File: config.mk
export PLATFORM = sky130hd
export DESIGN_NAME = i2c_byte_master
export DESIGN_NICKNAME = d
export VERILOG_FILES = /design/src/rtl/i2cm_pkg.sv /design/src/rtl/i2cm_qtick.sv /design/src/rtl/i2cm_engine.sv /design/src/rtl/i2cm_regs.sv /design/src/rtl/i2c_byte_master.sv
export SDC_FILE = /design/constraint.sdc
export NUM_CORES = 1
export LEC_CHECK = 0
export ABC_CLOCK_PERIOD_IN_PS = 2000
export BUFFER_PORTS_ARGS = -buffer_cell sky130_fd_sc_hd__buf_2
export CORE_ASPECT_RATIO = 0.5
export CORE_MARGIN = 1
export CORE_UTILIZATION = 56
export DETAILED_ROUTE_END_ITERATION = 7
export PLACE_DENSITY_LB_ADDON = 0.1
export SLEW_MARGIN = 20
export SYNTH_ARGS = -nofsm -noshare
export SYNTH_HDL_FRONTEND = slang
export SYNTH_SLANG_ARGS = --single-unit
File: constraint.sdc
create_clock -name clk -period 2 [get_ports clk]
set_input_delay 0.4 -clock clk [delete_from_list [all_inputs] [get_ports clk]]
set_output_delay 0.4 -clock clk [all_outputs]
set_load 0.01 [all_outputs]
File: src/rtl/i2cm_pkg.sv
package i2cm_pkg;
  localparam int CTRL_W    = 5;
  localparam int CB_START  = 0;
  localparam int CB_STOP   = 1;
  localparam int CB_ACKNAK = 2;
  localparam int CB_TB     = 3;
  localparam int CB_ALIE   = 4;

  typedef enum logic [2:0] {
    ENG_IDLE,
    ENG_START,
    ENG_BYTE,
    ENG_STOP,
    ENG_HOLD
  } eng_state_e;
endpackage

File: src/rtl/i2cm_qtick.sv
module i2cm_qtick #(
  parameter int QDIV = 312
) (
  input  logic clk,
  input  logic rst_n,
  input  logic run,
  output logic qtick
);
  localparam int CW = $clog2(QDIV + 1);

  logic [CW-1:0] cnt_q, cnt_d;
  logic          last;

  assign last  = (cnt_q == CW'(QDIV - 1));
  assign qtick = run && last;

  always_comb begin
    if (!run || last) cnt_d = '0;
    else              cnt_d = cnt_q + 1'b1;
  end

  always_ff @(posedge clk or negedge rst_n) begin
    if (!rst_n) cnt_q <= '0;
    else        cnt_q <= cnt_d;
  end
endmodule

File: src/rtl/i2cm_engine.sv
module i2cm_engine
  import i2cm_pkg::*;
#(
  parameter int QDIV = 312
) (
  input  logic       clk,
  input  logic       rst_n,
  input  logic       go,
  input  logic       want_start,
  input  logic       want_stop,
  input  logic       nak_rx,
  input  logic [7:0] tx_byte,
  input  logic       sda_in,
  output logic       scl_low,
  output logic       sda_low,
  output logic       busy,
  output logic       dir_rd,
  output logic       ack_stat,
  output logic       in_byte,
  output logic       tx_done,
  output logic       rx_done,
  output logic [7:0] rx_byte
);
  eng_state_e st_q, st_d;
  logic [1:0] q_q, q_d;
  logic [3:0] bit_q, bit_d;
  logic [7:0] sh_q, sh_d;
  logic rd_q, rd_d, scl_q, scl_d, sda_q, sda_d;
  logic busy_q, busy_d, dir_q, dir_d, ack_q, ack_d;
  logic run, tick;

  assign run = (st_q == ENG_START) || (st_q == ENG_BYTE) || (st_q == ENG_STOP);

  i2cm_qtick #(.QDIV(QDIV)) u_qtick (
    .clk   (clk),
    .rst_n (rst_n),
    .run   (run),
    .qtick (tick)
  );

  always_comb begin
    st_d = st_q;   q_d = q_q;     bit_d = bit_q; sh_d = sh_q;
    rd_d = rd_q;   scl_d = scl_q; sda_d = sda_q;
    busy_d = busy_q; dir_d = dir_q; ack_d = ack_q;
    tx_done = 1'b0;  rx_done = 1'b0;
    if (tick) q_d = q_q + 2'd1;
    unique case (st_q)
      ENG_IDLE, ENG_HOLD: begin
        if (go && (want_start || st_q == ENG_HOLD)) begin
          sh_d  = tx_byte;
          bit_d = '0;
          if (want_start) begin
            st_d   = ENG_START;
            busy_d = 1'b1;
            dir_d  = tx_byte[0];
            rd_d   = 1'b0;
          end else begin
            st_d = ENG_BYTE;
            rd_d = dir_q;
          end
        end
      end
      ENG_START: if (tick) begin
        unique case (q_q)
          2'd0: sda_d = 1'b0;
          2'd1: scl_d = 1'b0;
          2'd2: sda_d = 1'b1;
          2'd3: begin scl_d = 1'b1; st_d = ENG_BYTE; end
        endcase
      end
      ENG_BYTE: if (tick) begin
        unique case (q_q)
          2'd0: sda_d = bit_q[3] ? (rd_q && !nak_rx) : (!rd_q && !sh_q[7]);
          2'd1: scl_d = 1'b0;
          2'd2: begin
            if (bit_q[3])  ack_d = rd_q ? nak_rx : sda_in;
            else if (rd_q) sh_d  = {sh_q[6:0], sda_in};
          end
          2'd3: begin
            scl_d = 1'b1;
            if (bit_q[3]) begin
              tx_done = !rd_q;
              rx_done = rd_q;
              st_d    = want_stop ? ENG_STOP : ENG_HOLD;
            end else begin
              bit_d = bit_q + 4'd1;
              if (!rd_q) sh_d = {sh_q[6:0], 1'b0};
            end
          end
        endcase
      end
      ENG_STOP: if (tick) begin
        unique case (q_q)
          2'd0: sda_d = 1'b1;
          2'd1: scl_d = 1'b0;
          2'd2: sda_d = 1'b0;
          2'd3: begin busy_d = 1'b0; st_d = ENG_IDLE; end
        endcase
      end
      default: st_d = ENG_IDLE;
    endcase
  end

  always_ff @(posedge clk or negedge rst_n) begin
    if (!rst_n) begin
      st_q <= ENG_IDLE; q_q <= '0; bit_q <= '0; sh_q <= '0;
      rd_q <= 1'b0; scl_q <= 1'b0; sda_q <= 1'b0;
      busy_q <= 1'b0; dir_q <= 1'b0; ack_q <= 1'b0;
    end else begin
      st_q <= st_d; q_q <= q_d; bit_q <= bit_d; sh_q <= sh_d;
      rd_q <= rd_d; scl_q <= scl_d; sda_q <= sda_d;
      busy_q <= busy_d; dir_q <= dir_d; ack_q <= ack_d;
    end
  end

  assign scl_low  = scl_q;
  assign sda_low  = sda_q;
  assign busy     = busy_q;
  assign dir_rd   = dir_q;
  assign ack_stat = ack_q;
  assign in_byte  = (st_q == ENG_BYTE);
  assign rx_byte  = sh_q;
endmodule

File: src/rtl/i2cm_regs.sv
module i2cm_regs
  import i2cm_pkg::*;
(
  input  logic              clk,
  input  logic              rst_n,
  input  logic              ctrl_we,
  input  logic [CTRL_W-1:0] ctrl_wdata,
  input  logic              stat_we,
  input  logic [1:0]        stat_wdata,
  input  logic              buf_we,
  input  logic [7:0]        buf_wdata,
  input  logic              tx_done,
  input  logic              rx_done,
  input  logic [7:0]        rx_byte,
  output logic [CTRL_W-1:0] ctrl_q,
  output logic              txe_q,
  output logic              rxf_q,
  output logic [7:0]        buf_q
);
  logic [CTRL_W-1:0] ctrl_d;
  logic              txe_d, rxf_d;
  logic [7:0]        buf_d;

  always_comb begin
    ctrl_d = ctrl_q;
    if (ctrl_we) ctrl_d = ctrl_wdata;
    if (tx_done || rx_done) ctrl_d[CB_TB] = 1'b0;

    txe_d = txe_q && !(stat_we && stat_wdata[0]);
    rxf_d = rxf_q && !(stat_we && stat_wdata[1]);
    if (tx_done) txe_d = 1'b1;
    if (rx_done) rxf_d = 1'b1;

    buf_d = buf_q;
    if (buf_we)  buf_d = buf_wdata;
    if (rx_done) buf_d = rx_byte;
  end

  always_ff @(posedge clk or negedge rst_n) begin
    if (!rst_n) begin
      ctrl_q <= '0;
      txe_q  <= 1'b0;
      rxf_q  <= 1'b0;
      buf_q  <= '0;
    end else begin
      ctrl_q <= ctrl_d;
      txe_q  <= txe_d;
      rxf_q  <= rxf_d;
      buf_q  <= buf_d;
    end
  end
endmodule

File: src/rtl/i2c_byte_master.sv
module i2c_byte_master
  import i2cm_pkg::*;
#(
  parameter int QDIV = 312
) (
  input  logic              clk,
  input  logic              rst_n,
  input  logic              ctrl_we,
  input  logic [CTRL_W-1:0] ctrl_wdata,
  input  logic              stat_we,
  input  logic [1:0]        stat_wdata,
  input  logic              buf_we,
  input  logic [7:0]        buf_wdata,
  output logic [CTRL_W-1:0] ctrl_q,
  output logic [7:0]        buf_q,
  output logic              tx_empty,
  output logic              rx_full,
  output logic              busy,
  output logic              dir_rd,
  output logic              ack_stat,
  output logic              irq,
  output logic              scl_low,
  output logic              sda_low,
  input  logic              sda_in
);
  logic [1:0] rs_q;
  logic       rst_ns;
  logic       eng_tx_done, eng_rx_done, eng_in_byte;
  logic [7:0] eng_rx_byte;

  always_ff @(posedge clk or negedge rst_n) begin
    if (!rst_n) rs_q <= 2'b00;
    else        rs_q <= {rs_q[0], 1'b1};
  end
  assign rst_ns = rs_q[1];

  i2cm_regs u_regs (
    .clk        (clk),
    .rst_n      (rst_ns),
    .ctrl_we    (ctrl_we),
    .ctrl_wdata (ctrl_wdata),
    .stat_we    (stat_we),
    .stat_wdata (stat_wdata),
    .buf_we     (buf_we),
    .buf_wdata  (buf_wdata),
    .tx_done    (eng_tx_done),
    .rx_done    (eng_rx_done),
    .rx_byte    (eng_rx_byte),
    .ctrl_q     (ctrl_q),
    .txe_q      (tx_empty),
    .rxf_q      (rx_full),
    .buf_q      (buf_q)
  );

  i2cm_engine #(.QDIV(QDIV)) u_eng (
    .clk        (clk),
    .rst_n      (rst_ns),
    .go         (ctrl_q[CB_TB]),
    .want_start (ctrl_q[CB_START]),
    .want_stop  (ctrl_q[CB_STOP]),
    .nak_rx     (ctrl_q[CB_ACKNAK]),
    .tx_byte    (buf_q),
    .sda_in     (sda_in),
    .scl_low    (scl_low),
    .sda_low    (sda_low),
    .busy       (busy),
    .dir_rd     (dir_rd),
    .ack_stat   (ack_stat),
    .in_byte    (eng_in_byte),
    .tx_done    (eng_tx_done),
    .rx_done    (eng_rx_done),
    .rx_byte    (eng_rx_byte)
  );

  assign irq = tx_empty | rx_full;
endmodule

# ---- Word-level counts from Yosys, hierarchy flattened
# Cells that the tools add are included.
dict set report totals {
  input_bits 21
  regBits 49
  elab_cells 149
}
dict set report op_classes {
  eq_ne 29
  mux 59
  n_addsub 3
  n_reduce_logical 39
  n_bitwise 1
}
# cell count
set ops {}
lappend ops {{$mux W8} 8}
lappend ops {{$pmux W8 S2} 2}
lappend ops {{$mux W3} 9}
lappend ops {{$mux W1} 25}
lappend ops {{$mux W4} 5}
lappend ops {{$ne A2 B1 Y1 const B} 8}
lappend ops {{$reduce_and A8 Y1} 2}
lappend ops {{$ne A3 B3 Y1 const B} 5}
lappend ops {{$reduce_and A5 Y1} 3}
lappend ops {{$pmux W3 S4} 1}
lappend ops {{$ne A2 B2 Y1 const B} 5}
lappend ops {{$pmux W1 S2} 5}
lappend ops {{$reduce_bool A2 Y1} 5}
lappend ops {{$add A9 B1 Y9 const B} 1}
lappend ops {{$eq A9 B9 Y1 const B} 1}
lappend ops {{$mux W9} 1}
lappend ops {{$logic_and A1 B1 Y1} 8}
lappend ops {{$pmux W4 S2} 1}
lappend ops {{$reduce_and A4 Y1} 2}
lappend ops {{$reduce_and A7 Y1} 1}
lappend ops {{$eq A3 B2 Y1 const B} 2}
lappend ops {{$logic_not A1 Y1} 6}
lappend ops {{$ne A3 B1 Y1 const B} 2}
lappend ops {{$logic_or A1 B1 Y1} 5}
lappend ops {{other kinds (16)} 18}

# ---- Longest topological paths before layout
dict set report logic_depth {
  depth_word 8
  mapped_depth 6
  depth_no_buf 6
}

# ---- Modules after synthesis
# From an unflattened synthesis, not the netlist that was laid out.
dict set report unflattened {
  hier_cells 255
  area_unflattened_um2 2617.5
}
# module instances area_per_inst_um2 cells_per_inst
set modules_own_cells {}
lappend modules_own_cells {i2cm_engine 1 1465.2 155}
lappend modules_own_cells {i2cm_regs 1 646.9 52}
lappend modules_own_cells {i2cm_qtick 1 445.4 44}
lappend modules_own_cells {i2c_byte_master 1 60.1 4}

# ---- Least setup slack after synthesis
# OpenSTA, ideal clock, no wires.
dict set report synth_timing {
  path_kind {flip-flop to flip-flop}
  startpoint {register u_eng.st_q[0]}
  endpoint {register u_eng.sh_q[1] (netlist: u_eng.rx_byte[1])}
  path_slack_ns 0.264
  setup_time_ns 0.125
  t_required_ns 1.875
  path_stages_with_launch 5
  t_arrival_ns 1.611
  path_buffers 1
  period_less_slack_ns 1.736
  path_cell_list {dfrtp_1 nor3b_4 buf_2 mux2_2 mux2_2}
}
dict set report synth_between {
  elab_chain_len 6
  elab_cells_between_ends 21
  cone_classes {eq/ne: 11; mux: 1; reduce/logical: 9}
}
# item line
set synth_lines {}
lappend synth_lines {{start, declared} i2cm_engine.sv:24} ;# eng_state_e st_q, st_d;
lappend synth_lines {{start signal, assigned} i2cm_engine.sv:106} ;# st_q <= ENG_IDLE; q_q <= '0; bit_q <= '0; sh_q <= '0;
lappend synth_lines {{start signal, assigned} i2cm_engine.sv:110} ;# st_q <= st_d; q_q <= q_d; bit_q <= bit_d; sh_q <= sh_d;
lappend synth_lines {{$eq A3 B1 Y1 / $eq A3 B2 Y1 (equally long branches)} {i2cm_engine.sv:32, i2cm_engine.sv:47}}
lappend synth_lines {{$logic_or A1 B1 Y1 (2 in a row)} i2cm_engine.sv:32} ;# assign run = (st_q == ENG_START) || (st_q == ENG_BYTE) || (st_q == ENG_STOP);
lappend synth_lines {{$logic_and A1 B1 Y1} i2cm_qtick.sv:15} ;# assign qtick = run && last;
lappend synth_lines {{$ne A2 B1 Y1 (no source line)} n/a}
lappend synth_lines {{$reduce_and A8 Y1 (no source line)} n/a}
lappend synth_lines {{end signal, assigned} i2cm_engine.sv:106}
lappend synth_lines {{end signal, assigned} i2cm_engine.sv:110}
lappend synth_lines {{end, declared} i2cm_engine.sv:27} ;# logic [7:0] sh_q, sh_d;
# Several ways; a longest one is shown, not always the timed one.
# A chain may end at the register's enable or synchronous reset.

# ---- Worst setup path after layout
dict set report layout_timing {
  startpoint {register u_eng.st_q[2]}
  endpoint {register u_eng.sh_q[2] (netlist: u_eng.rx_byte[2])}
}
# Same word-level chain as after synthesis.

==> run summary <==
Setup WS post-layout = 0.120 ns
Mean Syn Cell Area = 11.2 um2
Final Hold Fails = 0
PortBufs = 41
Synth Flop Type = dfrtp_1
GRT Util Overall = 24.3%
later-pin clock latency in the skew report = 0.30 ns
Yosys warnings = 0
vias in the first global route = 1904
Placement Setup Slack = 0.118 ns
Mapped Cells = 227
first-pass GRT wire length = 9.08 mm
most frequent cells after synthesis = 49 x dfrtp_1, 22 x mux2_2, 18 x nor2_1
Slew HR = 62.6%
total CTS buffers = 5
routed via count = 1904
Max Cap Viol = 0
DP Cell Count = 317
core area = 0.00410 mm2
critical path class = reg2reg
I/O pin cnt = 42
initial antenna violation count = 0
DRC Markers = 0
DR vias/cell = 5.82
Leak = 1.33 nW
min Tclk post-route = 1.88 ns
Synth area leader = dfrtp_1
Pwr Density = 614 mW/mm2
count of pins over their slew limit = 0
total grt overflow = 0
Max Freq = 0.532 GHz
Min Hold Slack = 0.192 ns
Post-DP Area = 0.00281 mm2
diode count = 0
die area = 0.00481 mm2
Routed Antenna Nets = 0
clk buf depth = 2
final instance area = 0.00294 mm2
Area contributors post-synth = dfrtp_1 48%, mux2_2 9.8%, mux2i_1 3.6%, ha_1 3.0%, nor2_1 2.7%
Distinct cells, synth = 51
final setup fails = 0
largest net degree at the start of global routing = 33
EDFF count, synth = 0
CP max FO = 15
Clock Skews = 0.00983 ns
mapped cell area = 0.00253 mm2
RD Place Congestion = 0.851
WP data required = 2.19 ns
H-tree depth = 2
top cell type's share of synthesized area = 48.4%
site row count = 16
CTS tree = yes
routed len/inst = 16.7 um
fin crit share = 94.0%
die height = 49.6 um
routed wire length = 5.46 mm
# fillers = 303
post-synthesis sequential area ratio = 48.4%
Sink Count = 49
post-DP HPWL = 4.00 mm
maximum vdd ir drop = 434 uV
Net Count, Synth = 254
die width = 97.1 um
Iter 0 DRT Violations = 190
Worst setup SP type = register
final setup TNS = 0 ns
RSZ-0062 raised after global routing = false
clock root buffer = clkbuf_8
Min-Delay Path Class = reg2async
number of synthesized register bits = 49
Arr. time, crit path = 2.07 ns
initial core utilization = 61.7%
most frequent cell after synthesis = dfrtp_1
1st-pass router iterations = 4
critical path capture point type = register
Reg clk slew, reported paths = 0.09 ns
nets = 299
Worst Max-Slew Pin Slew = 0.561 ns
post-synthesis async set-or-reset flop share = 100%
final cell count without fillers = 327
synthesis-to-layout area growth = 16.2%
outcome = completed
share of cells above drive strength 1 = 34.8%
## critical path: stages (launching register included)
cell     delay (ns)
dfrtp_1        0.59
nor4b_4        0.39
o21ai_2        0.13
a22oi_4        0.19
buf_12         0.15
mux2_2         0.33
## routing by layer
layer,vias up,share of wire (%),GRT usage (%)
met5,-,0,0
met4,0,0.53,6.72
met3,4,4.0,5.39
met2,46,48,40.4
met1,956,47,32.6
li1,898,-,-
## flip-flops by register name (all words and copies together), names as in the netlist
| signal | cells |
|---|---|
| u_regs.ctrl_q | 5 |
| u_eng.rx_byte | 8 |
| u_eng.st_q | 3 |
| u_regs.txe_q | 1 |
| u_regs.rxf_q | 1 |
| u_eng.u_qtick.cnt_q | 9 |
| u_eng.busy | 1 |
| u_eng.q_q | 2 |
| u_eng.dir_rd | 1 |
| u_eng.ack_stat | 1 |
| u_eng.scl_low | 1 |
| u_eng.rd_q | 1 |
| u_regs.buf_q | 8 |
| u_eng.bit_q | 4 |
| u_eng.sda_low | 1 |
| rs_q | 2 |
## power breakdown
| part | internal (W) | switching [W] |
|---|---|---|
| clock network | 0.000281 | 0.000334 |
| logic | 0.0000713 | 0.0000700 |
| registers | 0.00102 | 0.0000322 |
| total | 0.00137 | 0.000437 |
## logic make-up after synthesis
family / share of synthesized area [%]
AOI/OAI and AO/OA: 11.4
xor gates and xnor gates: 2.42
adders and majority gates: 2.96
buffers and inverters: 4.25
DFF: 48.4
muxes: 13.9
other: 0.148
and+or+nand+nor: 16.5
## final timing paths
kind	from	to	slack (ns)	cells past startpoint
worst max-delay path	u_eng.st_q[2]	u_eng.rx_byte[2]	0.12	5
worst min register to register	rs_q[1]	u_regs.buf_q[1]	0.19	0
max in group asynchronous	rs_q[1]	u_eng.st_q[1]	1.31	1
min in group clk	ctrl_wdata[2]	u_regs.ctrl_q[2]	0.31	3
worst min-delay path	rs_q[1]	u_regs.buf_q[1]	0.19	0
worst max register to register	u_eng.st_q[2]	u_eng.rx_byte[2]	0.12	5
## timing repair
action	4_1_cts	5_1_grt
setup endpoints to repair	0	8
hold buffers	1	0
endpoints found under the hold margin	2	0
resized for setup	0	2
setup buffers	0	1
## final cells by class
type                            count  area [um2]  area share (%)
Tap cell                           54        67.6            2.30
Inverter                            9        33.8            1.15
Multi-Input combinational cell    157        1200            40.9
Clock buffer                        6        82.6            2.81
Clock inverter                      2        13.8           0.468
Timing Repair Buffer               50         313            10.6
Sequential cell                    49        1230            41.8
## stage by stage
step | utilization [%] | total power, W
finish | 71.7 | 0.00181
global route | 71.7 | 0.00188
CTS | 71.1 | 0.00182
detailed placement | 68.5 | 0.00121
global placement | 68.5 | 0.00121
floorplan | - | 0.00115
## cells in the final DEF, fill, tap and decap left out, types with 3 or more instances in the layout
cell type  count
nand3_1        4
inv_1          9
nor3_1         4
dfrtp_1       47
buf_4          5
clkbuf_8       6
ha_1           6
and3_1         4
and2_1         3
buf_12         3
mux2i_1        9
and4bb_2       3
a21oi_1       13
xor2_1         5
o21ai_0        9
mux2_2        22
nand2_1       15
nor2_1        18
buf_2         41
Note: power is estimated with default switching activity, not from simulation.
